==> config.mk <==
export PLATFORM = sky130hd
export DESIGN_NAME = tx_desc_ring_reader
export DESIGN_NICKNAME = d
export VERILOG_FILES = /design/src/rtl/tdr_pkg.sv /design/src/rtl/tdr_ring_index.sv /design/src/rtl/tdr_byte_unpack.sv /design/src/rtl/tdr_err_sticky.sv /design/src/rtl/tx_desc_ring_reader.sv
export SDC_FILE = /design/constraint.sdc
export NUM_CORES = 1
export LEC_CHECK = 0
export BUFFER_PORTS_ARGS = -buffer_cell sky130_fd_sc_hd__buf_2
export CAP_MARGIN = 10
export CORE_MARGIN = 4
export CORE_UTILIZATION = 57
export CTS_CLUSTER_DIAMETER = 40
export CTS_CLUSTER_SIZE = 8
export DETAILED_ROUTE_END_ITERATION = 16
export PLACE_DENSITY_LB_ADDON = 0.1
export RECOVER_POWER = 100
export SLEW_MARGIN = 20
export SYNTH_ARGS = -nofsm -noshare
export SYNTH_HDL_FRONTEND = slang
export SYNTH_SLANG_ARGS = --single-unit
==> constraint.sdc <==
create_clock -name clk -period 3.4 [get_ports clk]
set_input_delay 0.34 -clock clk [delete_from_list [all_inputs] [get_ports clk]]
set_output_delay 0.34 -clock clk [all_outputs]
set_load 0.03 [all_outputs]
==> src/rtl/tdr_pkg.sv <==
package tdr_pkg;
  localparam int unsigned LEN_W   = 11;
  localparam int unsigned WORD_W  = 32;
  localparam int unsigned LANE_W  = 2;
  localparam int unsigned BIT_EOF   = 15;
  localparam int unsigned BIT_NOCRC = 16;
  localparam int unsigned BIT_EXH   = 27;
  localparam int unsigned BIT_UNDR  = 28;
  localparam int unsigned BIT_RLIM  = 29;
  localparam int unsigned BIT_WRAP  = 30;
  localparam int unsigned BIT_OWN   = 31;

  typedef enum logic [3:0] {
    ST_IDLE, ST_FETCH_PTR, ST_FETCH_CTL, ST_DECODE,
    ST_READ_WORD, ST_LOAD_WORD, ST_STREAM, ST_WRITEBACK, ST_EXHAUST
  } tdr_state_e;
endpackage

==> src/rtl/tdr_ring_index.sv <==
module tdr_ring_index #(
  parameter int AW    = 10,
  parameter int IDX_W = 4
) (
  input  logic          clk,
  input  logic          rst,
  input  logic          clr,
  input  logic          adv,
  input  logic          wrap,
  input  logic [AW-1:0] base,
  output logic [AW-1:0] desc_addr
);
  logic [IDX_W-1:0] idx;

  always_ff @(posedge clk) begin
    if (rst || clr) idx <= '0;
    else if (adv)   idx <= wrap ? '0 : idx + 1'b1;
  end

  assign desc_addr = base + AW'({idx, 1'b0});
endmodule

==> src/rtl/tdr_byte_unpack.sv <==
module tdr_byte_unpack #(
  parameter int WORD_W = 32,
  parameter int LANE_W = 2
) (
  input  logic [WORD_W-1:0] word,
  input  logic [LANE_W-1:0] lane,
  output logic [7:0]        byte_out
);
  localparam int NLANE = WORD_W / 8;
  logic [7:0] lanes [NLANE];

  for (genvar g = 0; g < NLANE; g++) begin : g_lane
    assign lanes[g] = word[8*g +: 8];
  end

  assign byte_out = lanes[lane];
endmodule

==> src/rtl/tdr_err_sticky.sv <==
module tdr_err_sticky #(
  parameter int N = 2
) (
  input  logic         clk,
  input  logic         rst,
  input  logic         clr,
  input  logic [N-1:0] set,
  output logic [N-1:0] flags
);
  for (genvar g = 0; g < N; g++) begin : g_flag
    always_ff @(posedge clk) begin
      if (rst || clr)  flags[g] <= 1'b0;
      else if (set[g]) flags[g] <= 1'b1;
    end
  end
endmodule

==> src/rtl/tx_desc_ring_reader.sv <==
module tx_desc_ring_reader
  import tdr_pkg::*;
#(
  parameter int AW    = 10,
  parameter int IDX_W = 4
) (
  input  logic          clk,
  input  logic          rst,
  input  logic [AW-1:0] ring_base,
  input  logic          tx_en,
  input  logic          start,
  input  logic          halt_req,
  output logic          busy,
  output logic          mem_req,
  output logic          mem_we,
  output logic [AW-1:0] mem_addr,
  output logic [31:0]   mem_wdata,
  input  logic [31:0]   mem_rdata,
  output logic          tx_valid,
  input  logic          tx_ready,
  output logic [7:0]    tx_data,
  output logic          tx_last,
  output logic          tx_nocrc,
  output logic          tx_abort,
  input  logic          mac_underrun,
  input  logic          mac_retry_lim
);
  localparam logic [LANE_W-1:0] LANE_MAX = '1;

  tdr_state_e        state;
  logic [AW-1:0]     desc_addr;
  logic [AW-1:0]     buf_wptr;
  logic [LANE_W-1:0] lane;
  logic [LEN_W-1:0]  remain;
  logic [WORD_W-1:0] ctrl_q;
  logic [WORD_W-1:0] word_q;
  logic              in_frame;
  logic              halt_pend;
  logic [1:0]        err_flags;
  logic              err_clr;
  logic              idx_adv;
  logic              idx_clr;
  logic [WORD_W-1:0] wb_word;

  assign idx_adv = (state == ST_WRITEBACK);
  assign idx_clr = (state == ST_IDLE) && !tx_en;
  assign err_clr = (state == ST_DECODE) && !in_frame && !mem_rdata[BIT_OWN];

  tdr_ring_index #(.AW(AW), .IDX_W(IDX_W)) u_index (
    .clk      (clk),
    .rst      (rst),
    .clr      (idx_clr),
    .adv      (idx_adv),
    .wrap     (ctrl_q[BIT_WRAP]),
    .base     (ring_base),
    .desc_addr(desc_addr)
  );

  tdr_byte_unpack #(.WORD_W(WORD_W), .LANE_W(LANE_W)) u_unpack (
    .word    (word_q),
    .lane    (lane),
    .byte_out(tx_data)
  );

  tdr_err_sticky #(.N(2)) u_err (
    .clk  (clk),
    .rst  (rst),
    .clr  (err_clr),
    .set  ({mac_retry_lim, mac_underrun} & {2{busy}}),
    .flags(err_flags)
  );

  always_comb begin
    wb_word = ctrl_q;
    wb_word[BIT_OWN] = 1'b1;
    if (ctrl_q[BIT_EOF]) begin
      wb_word[BIT_UNDR] = ctrl_q[BIT_UNDR] | err_flags[0];
      wb_word[BIT_RLIM] = ctrl_q[BIT_RLIM] | err_flags[1];
    end
  end

  always_comb begin
    mem_req   = 1'b0;
    mem_we    = 1'b0;
    mem_addr  = desc_addr;
    mem_wdata = '0;
    unique case (state)
      ST_FETCH_PTR: mem_req = 1'b1;
      ST_FETCH_CTL: begin
        mem_req  = 1'b1;
        mem_addr = desc_addr + AW'(1);
      end
      ST_READ_WORD: begin
        mem_req  = 1'b1;
        mem_addr = buf_wptr;
      end
      ST_WRITEBACK: begin
        mem_req   = 1'b1;
        mem_we    = 1'b1;
        mem_addr  = desc_addr + AW'(1);
        mem_wdata = wb_word;
      end
      ST_EXHAUST: begin
        mem_req   = 1'b1;
        mem_we    = 1'b1;
        mem_addr  = desc_addr + AW'(1);
        mem_wdata = ctrl_q | (WORD_W'(1) << BIT_EXH);
      end
      default: ;
    endcase
  end

  assign busy     = (state != ST_IDLE);
  assign tx_valid = (state == ST_STREAM);
  assign tx_last  = (state == ST_STREAM) && ctrl_q[BIT_EOF] && (remain == LEN_W'(1));
  assign tx_nocrc = ctrl_q[BIT_NOCRC];
  assign tx_abort = (state == ST_EXHAUST);

  always_ff @(posedge clk) begin
    if (rst) begin
      state     <= ST_IDLE;
      buf_wptr  <= '0;
      lane      <= '0;
      remain    <= '0;
      ctrl_q    <= '0;
      word_q    <= '0;
      in_frame  <= 1'b0;
      halt_pend <= 1'b0;
    end else begin
      if (state == ST_IDLE) halt_pend <= 1'b0;
      else if (halt_req)    halt_pend <= 1'b1;

      unique case (state)
        ST_IDLE: if (start && tx_en) state <= ST_FETCH_PTR;
        ST_FETCH_PTR: state <= ST_FETCH_CTL;
        ST_FETCH_CTL: begin
          buf_wptr <= mem_rdata[AW+1:2];
          lane     <= mem_rdata[LANE_W-1:0];
          state    <= ST_DECODE;
        end
        ST_DECODE: begin
          ctrl_q <= mem_rdata;
          remain <= mem_rdata[LEN_W-1:0];
          if (mem_rdata[BIT_OWN])
            state <= in_frame ? ST_EXHAUST : ST_IDLE;
          else if (mem_rdata[LEN_W-1:0] == '0)
            state <= ST_WRITEBACK;
          else
            state <= ST_READ_WORD;
        end
        ST_READ_WORD: state <= ST_LOAD_WORD;
        ST_LOAD_WORD: begin
          word_q <= mem_rdata;
          state  <= ST_STREAM;
        end
        ST_STREAM: if (tx_ready) begin
          remain <= remain - 1'b1;
          lane   <= lane + 1'b1;
          if (remain == LEN_W'(1)) begin
            state <= ST_WRITEBACK;
          end else if (lane == LANE_MAX) begin
            buf_wptr <= buf_wptr + 1'b1;
            state    <= ST_READ_WORD;
          end
        end
        ST_WRITEBACK: begin
          if (ctrl_q[BIT_EOF]) begin
            in_frame <= 1'b0;
            if (halt_pend || halt_req || !tx_en) state <= ST_IDLE;
            else                                 state <= ST_FETCH_PTR;
          end else begin
            in_frame <= 1'b1;
            state    <= ST_FETCH_PTR;
          end
        end
        ST_EXHAUST: begin
          in_frame <= 1'b0;
          state    <= ST_IDLE;
        end
        default: state <= ST_IDLE;
      endcase
    end
  end
endmodule

After elaboration in Yosys (flattened, before gate mapping)
Cells that the tools add are included.
{"block": "totals", "ff_bits": 99, "in_bits": 50, "out_inout_bits": 57}
{"block": "op_classes", "n_lt_le_gt_ge": 1, "eq_ne": 15, "n_bitwise": 4, "n_reduce_logical": 27, "add_sub_neg": 6, "muxes": 29}
{"operator": "$pmux 32 s2", "n": 1}
{"operator": "$pmux 10 s2", "n": 2}
{"operator": "$mux 4", "n": 8}
{"operator": "$pmux 4 s8", "n": 1}
{"operator": "$mux 10", "n": 3}
{"operator": "$pmux 11 s2", "n": 1}
{"operator": "$add 10x1->10 const B", "n": 2}
{"operator": "$bmux 8 s2", "n": 1}
{"operator": "$eq 4x3->1 const B", "n": 4}
{"operator": "$mux 8", "n": 2}
{"operator": "$eq 11x1->1 const B", "n": 1}
{"operator": "$logic_not 11->1", "n": 1}
{"operator": "$mux 11", "n": 1}
{"operator": "$sub 11x1->11 const B", "n": 1}
{"operator": "$add 10x5->10", "n": 1}
{"operator": "$eq 4x2->1 const B", "n": 2}
{"operator": "$logic_and 1x1->1", "n": 6}
{"operator": "$mux 2", "n": 3}
{"operator": "$ne 2x1->1 const B", "n": 3}
{"operator": "$reduce_bool 2->1", "n": 3}
{"operator": "$reduce_or 5->1", "n": 1}
{"operator": "$add 4x1->4 const B", "n": 1}
{"operator": "$eq 4x1->1 const B", "n": 1}
{"operator": "$eq 4x4->1 const B", "n": 1}
{"operator": "20 further kinds", "n": 31}

Logic depth before layout (Yosys ltp)
{"block": "depth", "word_depth": 5, "mapped_depth": 10, "mapped_depth_nobuf": 8}

Cells and area by module
Synthesis repeated with hierarchy kept, for this count alone.
{"block": "hier_totals", "hier_cells": 694, "area_unflattened_um2": 5288.8}
{"mod": "tx_desc_ring_reader", "n_inst": 1, "area_each_um2": 4626.9, "seq_area_each_um2": 1861.8, "cells_per_inst": 630}
{"mod": "tdr_ring_index", "n_inst": 1, "area_each_um2": 407.9, "seq_area_each_um2": 80.1, "cells_per_inst": 48}
{"mod": "tdr_byte_unpack", "n_inst": 1, "area_each_um2": 196.4, "seq_area_each_um2": 0.0, "cells_per_inst": 10}
{"mod": "tdr_err_sticky", "n_inst": 1, "area_each_um2": 57.6, "seq_area_each_um2": 40.0, "cells_per_inst": 6}

Worst setup path before layout
No wires, ideal clock.
{"block": "synth_path", "path_kind": "input to output", "startpoint": "in ring_base[1]", "endpoint": "out mem_addr[9]", "arrival_ps": 2442, "setup_slack_ps": 618, "stages": 8, "path_cell_list": "ha_1 -> fa_1 -> and3_1 -> o211ai_1 -> nor4_1 -> nand4bb_1 -> xnor2_1 -> o221ai_1"}
{"block": "synth_via", "elab_chain_len": 3}
{"element": "from (decl)", "line": "tx_desc_ring_reader.sv:9", "text": "input logic [AW-1:0] ring_base,"}
{"element": "$add 10x5->10 *", "line": "tdr_ring_index.sv:20", "text": "assign desc_addr = base + AW'({idx, 1'b0});"}
{"element": "$add 10x1->10", "line": "tx_desc_ring_reader.sv:91, tx_desc_ring_reader.sv:100, tx_desc_ring_reader.sv:106"}
{"element": "$pmux 10 s2 *", "line": "tx_desc_ring_reader.sv:87", "text": "unique case (state)"}
{"element": "to (decl)", "line": "tx_desc_ring_reader.sv:16", "text": "output logic [AW-1:0] mem_addr,"}
Every way passes the cells marked *; elsewhere a longest branch is shown, timed or not.

Worst setup path in the final report
{"block": "layout_path", "startpoint": "reg u_index.idx[0]", "endpoint": "out mem_addr[9]"}
{"block": "layout_via", "elab_chain_len": 3}
{"element": "from (decl)", "line": "tdr_ring_index.sv:13", "text": "logic [IDX_W-1:0] idx;"}
{"element": "from (signal assigned)", "line": "tdr_ring_index.sv:17", "text": "else if (adv) idx <= wrap ? '0 : idx + 1'b1;"}
{"element": "$add 10x5->10 *", "line": "tdr_ring_index.sv:20"}
{"element": "$add 10x1->10", "line": "tx_desc_ring_reader.sv:91, tx_desc_ring_reader.sv:100, tx_desc_ring_reader.sv:106"}
{"element": "$pmux 10 s2 *", "line": "tx_desc_ring_reader.sv:87"}
Marks and branches as above.

==> flow_summary.ini <==
[cts]
clock-sinks = 99
cts_root_buffer = clkbuf_8
clockBufferDepth = 2
clkSlewWorstSetupHoldPaths_ns = 0.11
numCtsBuffers = 9
htree_levels = 3
cts_tree = yes
clock_latency_ns = 0.37

[global_routing]
grt_usage_pct = 26.2
grt_pass1_wl_um = 23200
antenna_found_initial = 0
grt_max_degree = 45
grt_pass1_vias = 4719
grt_overflow = 0

[routing]
route.detailed.drc = 0
dr.pass1.iters = 6
wire_per_inst_um = 16.7
wl_um = 14700
via_count = 5196
ant_nets = 0
first_iter_violations = 464
vias_per_cell = 5.91

[flow_run]
cap_violations = 0

[worst_setup_path]
crit_path_end = mem_addr[9]
reg2reg_to = buf_wptr[8]
critPathLaunch = u_index.idx[0]
required_ns = 3.06
rrSetupSlack_ns = 0.35
rr_worst_depth = 8
max_stage_delay_ns = 0.58
path_class = flop to output pin
rr_startpoint = state[1]
start_kind = flop
crit_path_cell_trace = ha_1 -> fa_1 -> and3_1 -> o211ai_1 -> nor4_1 -> nand4bb_1 -> xnor2_1 -> o221ai_1 -> buf_2
worstPathArrival_ns = 2.92
cp-end-kind = output pin
crit_path_top_delay_cell = fa_1
cp_max_fo = 5

[layout]
syn_to_final_growth_pct = 13.4
n_antenna_cell = 0
nFillCells = 808
final_area_um2 = 5940
drive_above_1_share_pct = 15.2
fin_util_pct = 67.2
finalNonFillerCells = 879
layout.nets = 827

[placement]
dpl_cell_area_um2 = 5800
io_buffers = 106
place_inst = 863
hpwl_um = 10900
gp_congestion = 0.846

[die]
die_y_um = 104
row_count = 34
dieArea_um2 = 10800
fp.dieW_um = 104
core-area_um2 = 8850
ios = 107
initial_core_util_pct = 59.3

[timing]
worst_pin_slew_ns = 1.37
setup_viol = 0
maxSlewViolCount = 0
slew_headroom_pct = 8.78
max_freq_mhz = 306
rsz0062_at_grt = no
setup_tns_ns = 0
period_share_pct = 96.0
min_period_ns = 3.26
fin_skew_ns = 0.00897
finalHoldViolations = 0

[min_path]
min_from = mem_rdata[30]
hold_class = input pin to flop
hold_depth = 3

[logic_synthesis]
yosysSeqAreaShare_pct = 37.8
synth_top_cell_by_area = dfxtp_1
ys_ff_latch = 99
synth-edff-count = 0
async_reset_ff_share_pct = 0
yosys.area.top_type_share_pct = 37.8
synth_cells = 682
synth_nets = 743
synthTopCellsByArea = dfxtp_1 (38%), nand2_1 (13%), a21oi_1 (8.2%), nor2b_1 (4.3%), mux4_2 (3.4%)
syn_area_um2 = 5240
ys_warn_count = 0
synthTopCellsByCount = nand2_1 (175), dfxtp_1 (99), a21oi_1 (86)
yosys.cell_types.count = 63
synth_ff_type = dfxtp_1
synth.avg_cell_area_um2 = 7.69
yosysMostFrequentCell = nand2_1

[pwr]
p_leak_uw = 0.00217
p_per_area_nw_per_um2 = 368
vdd.ir_drop.worst_mv = 0.246

[run_status]
outcome = finished, final reports clean
cells in the final DEF (no fill, tap or decap), types with 10 or more instances in the layout:
cell      Yosys  layout
a21oi_1      86      86
buf_2         7      55
clkbuf_8      0      10
o21ai_0      25      25
clkbuf_1     32      36
nand2_1     175     175
nor2b_1      36      36
nor2_1       47      47
a22oi_1      15      15
nor3_1       12      11
dfxtp_1      99      99
clkbuf_2      0      19
ha_1         10      10
how the worst min path moves through the flow:
| stage | endpoint |
|---|---|
| global placement | ctrl_q[5] |
| CTS | word_q[30] |
| detailed placement | ctrl_q[7] |
| global route | word_q[30] |
| floorplan | state[3] |
| finish | word_q[30] |
stage by stage:
step           hold WS, ns  worst slack (ns)  power [uW]
6_report             0.209             0.136        2190
2_1_floorplan        0.428             0.618        1370
5_1_grt              0.205           0.00663        2260
3_5_place_dp         0.443             0.488        1460
4_1_cts              0.199             0.166        2190
3_3_place_gp         0.438             0.581        1450
critical path: cells and delay by family, from the launching register on:
kind / cells / cell delay, ns
compound gates: 2 / 0.31
xor+xnor: 1 / 0.16
fa+ha+maj: 2 / 0.82
buf+inv: 1 / 0.23
flops: 1 / 0.36
simple gates: 3 / 0.67
logic make-up after synthesis:
group / Yosys count / share of synthesized area, %
flops: 99 / 37.8
buf+inv: 52 / 4.39
fa+ha+maj: 11 / 2.77
xor+xnor: 13 / 2.17
simple gates: 322 / 27.9
compound gates: 176 / 21.3
mux: 9 / 3.63
state kept, by name (all words and copies together), names as in the netlist:
| name | flops |
|---|---|
| lane | 2 |
| u_err.flags | 2 |
| state | 4 |
| buf_wptr | 10 |
| remain | 11 |
| ctrl_q | 32 |
| in_frame | 1 |
| halt_pend | 1 |
| u_index.idx | 4 |
| word_q | 32 |
report_power, final:
group | total, uW | switching [uW] | leakage, uW | internal (uW)
registers | 1190 | 19.1 | 0.000798 | 1170
logic | 243 | 157 | 0.00127 | 85.5
clock network | 752 | 452 | 0.0000962 | 300
area by class of cell:
type | count | area (um2) | share of cell area, %
well taps | 108 | 135 | 2.27
flip-flops and latches | 99 | 1980 | 33.3
clock inverters | 6 | 58.8 | 0.989
multi-input cells | 531 | 3040 | 51.1
inverters | 7 | 26.3 | 0.442
repair buffers | 118 | 566 | 9.51
clock buffers | 10 | 138 | 2.32
metal layers:
layer	GRT usage, %	vias to the layer above	share of wire (%)
met5	0	-	0
met4	9.50	0	2.1
met3	3.79	24	5.7
met2	41.9	186	47
met1	36.1	2439	45
li1	-	2547	-
what timing repair did:
item,in CTS,in global routing
hold buffers,0,0
endpoints found under the setup margin,0,1
setup buffers,0,0
gates resized for setup,0,1
(Power assumes the default switching activity.)
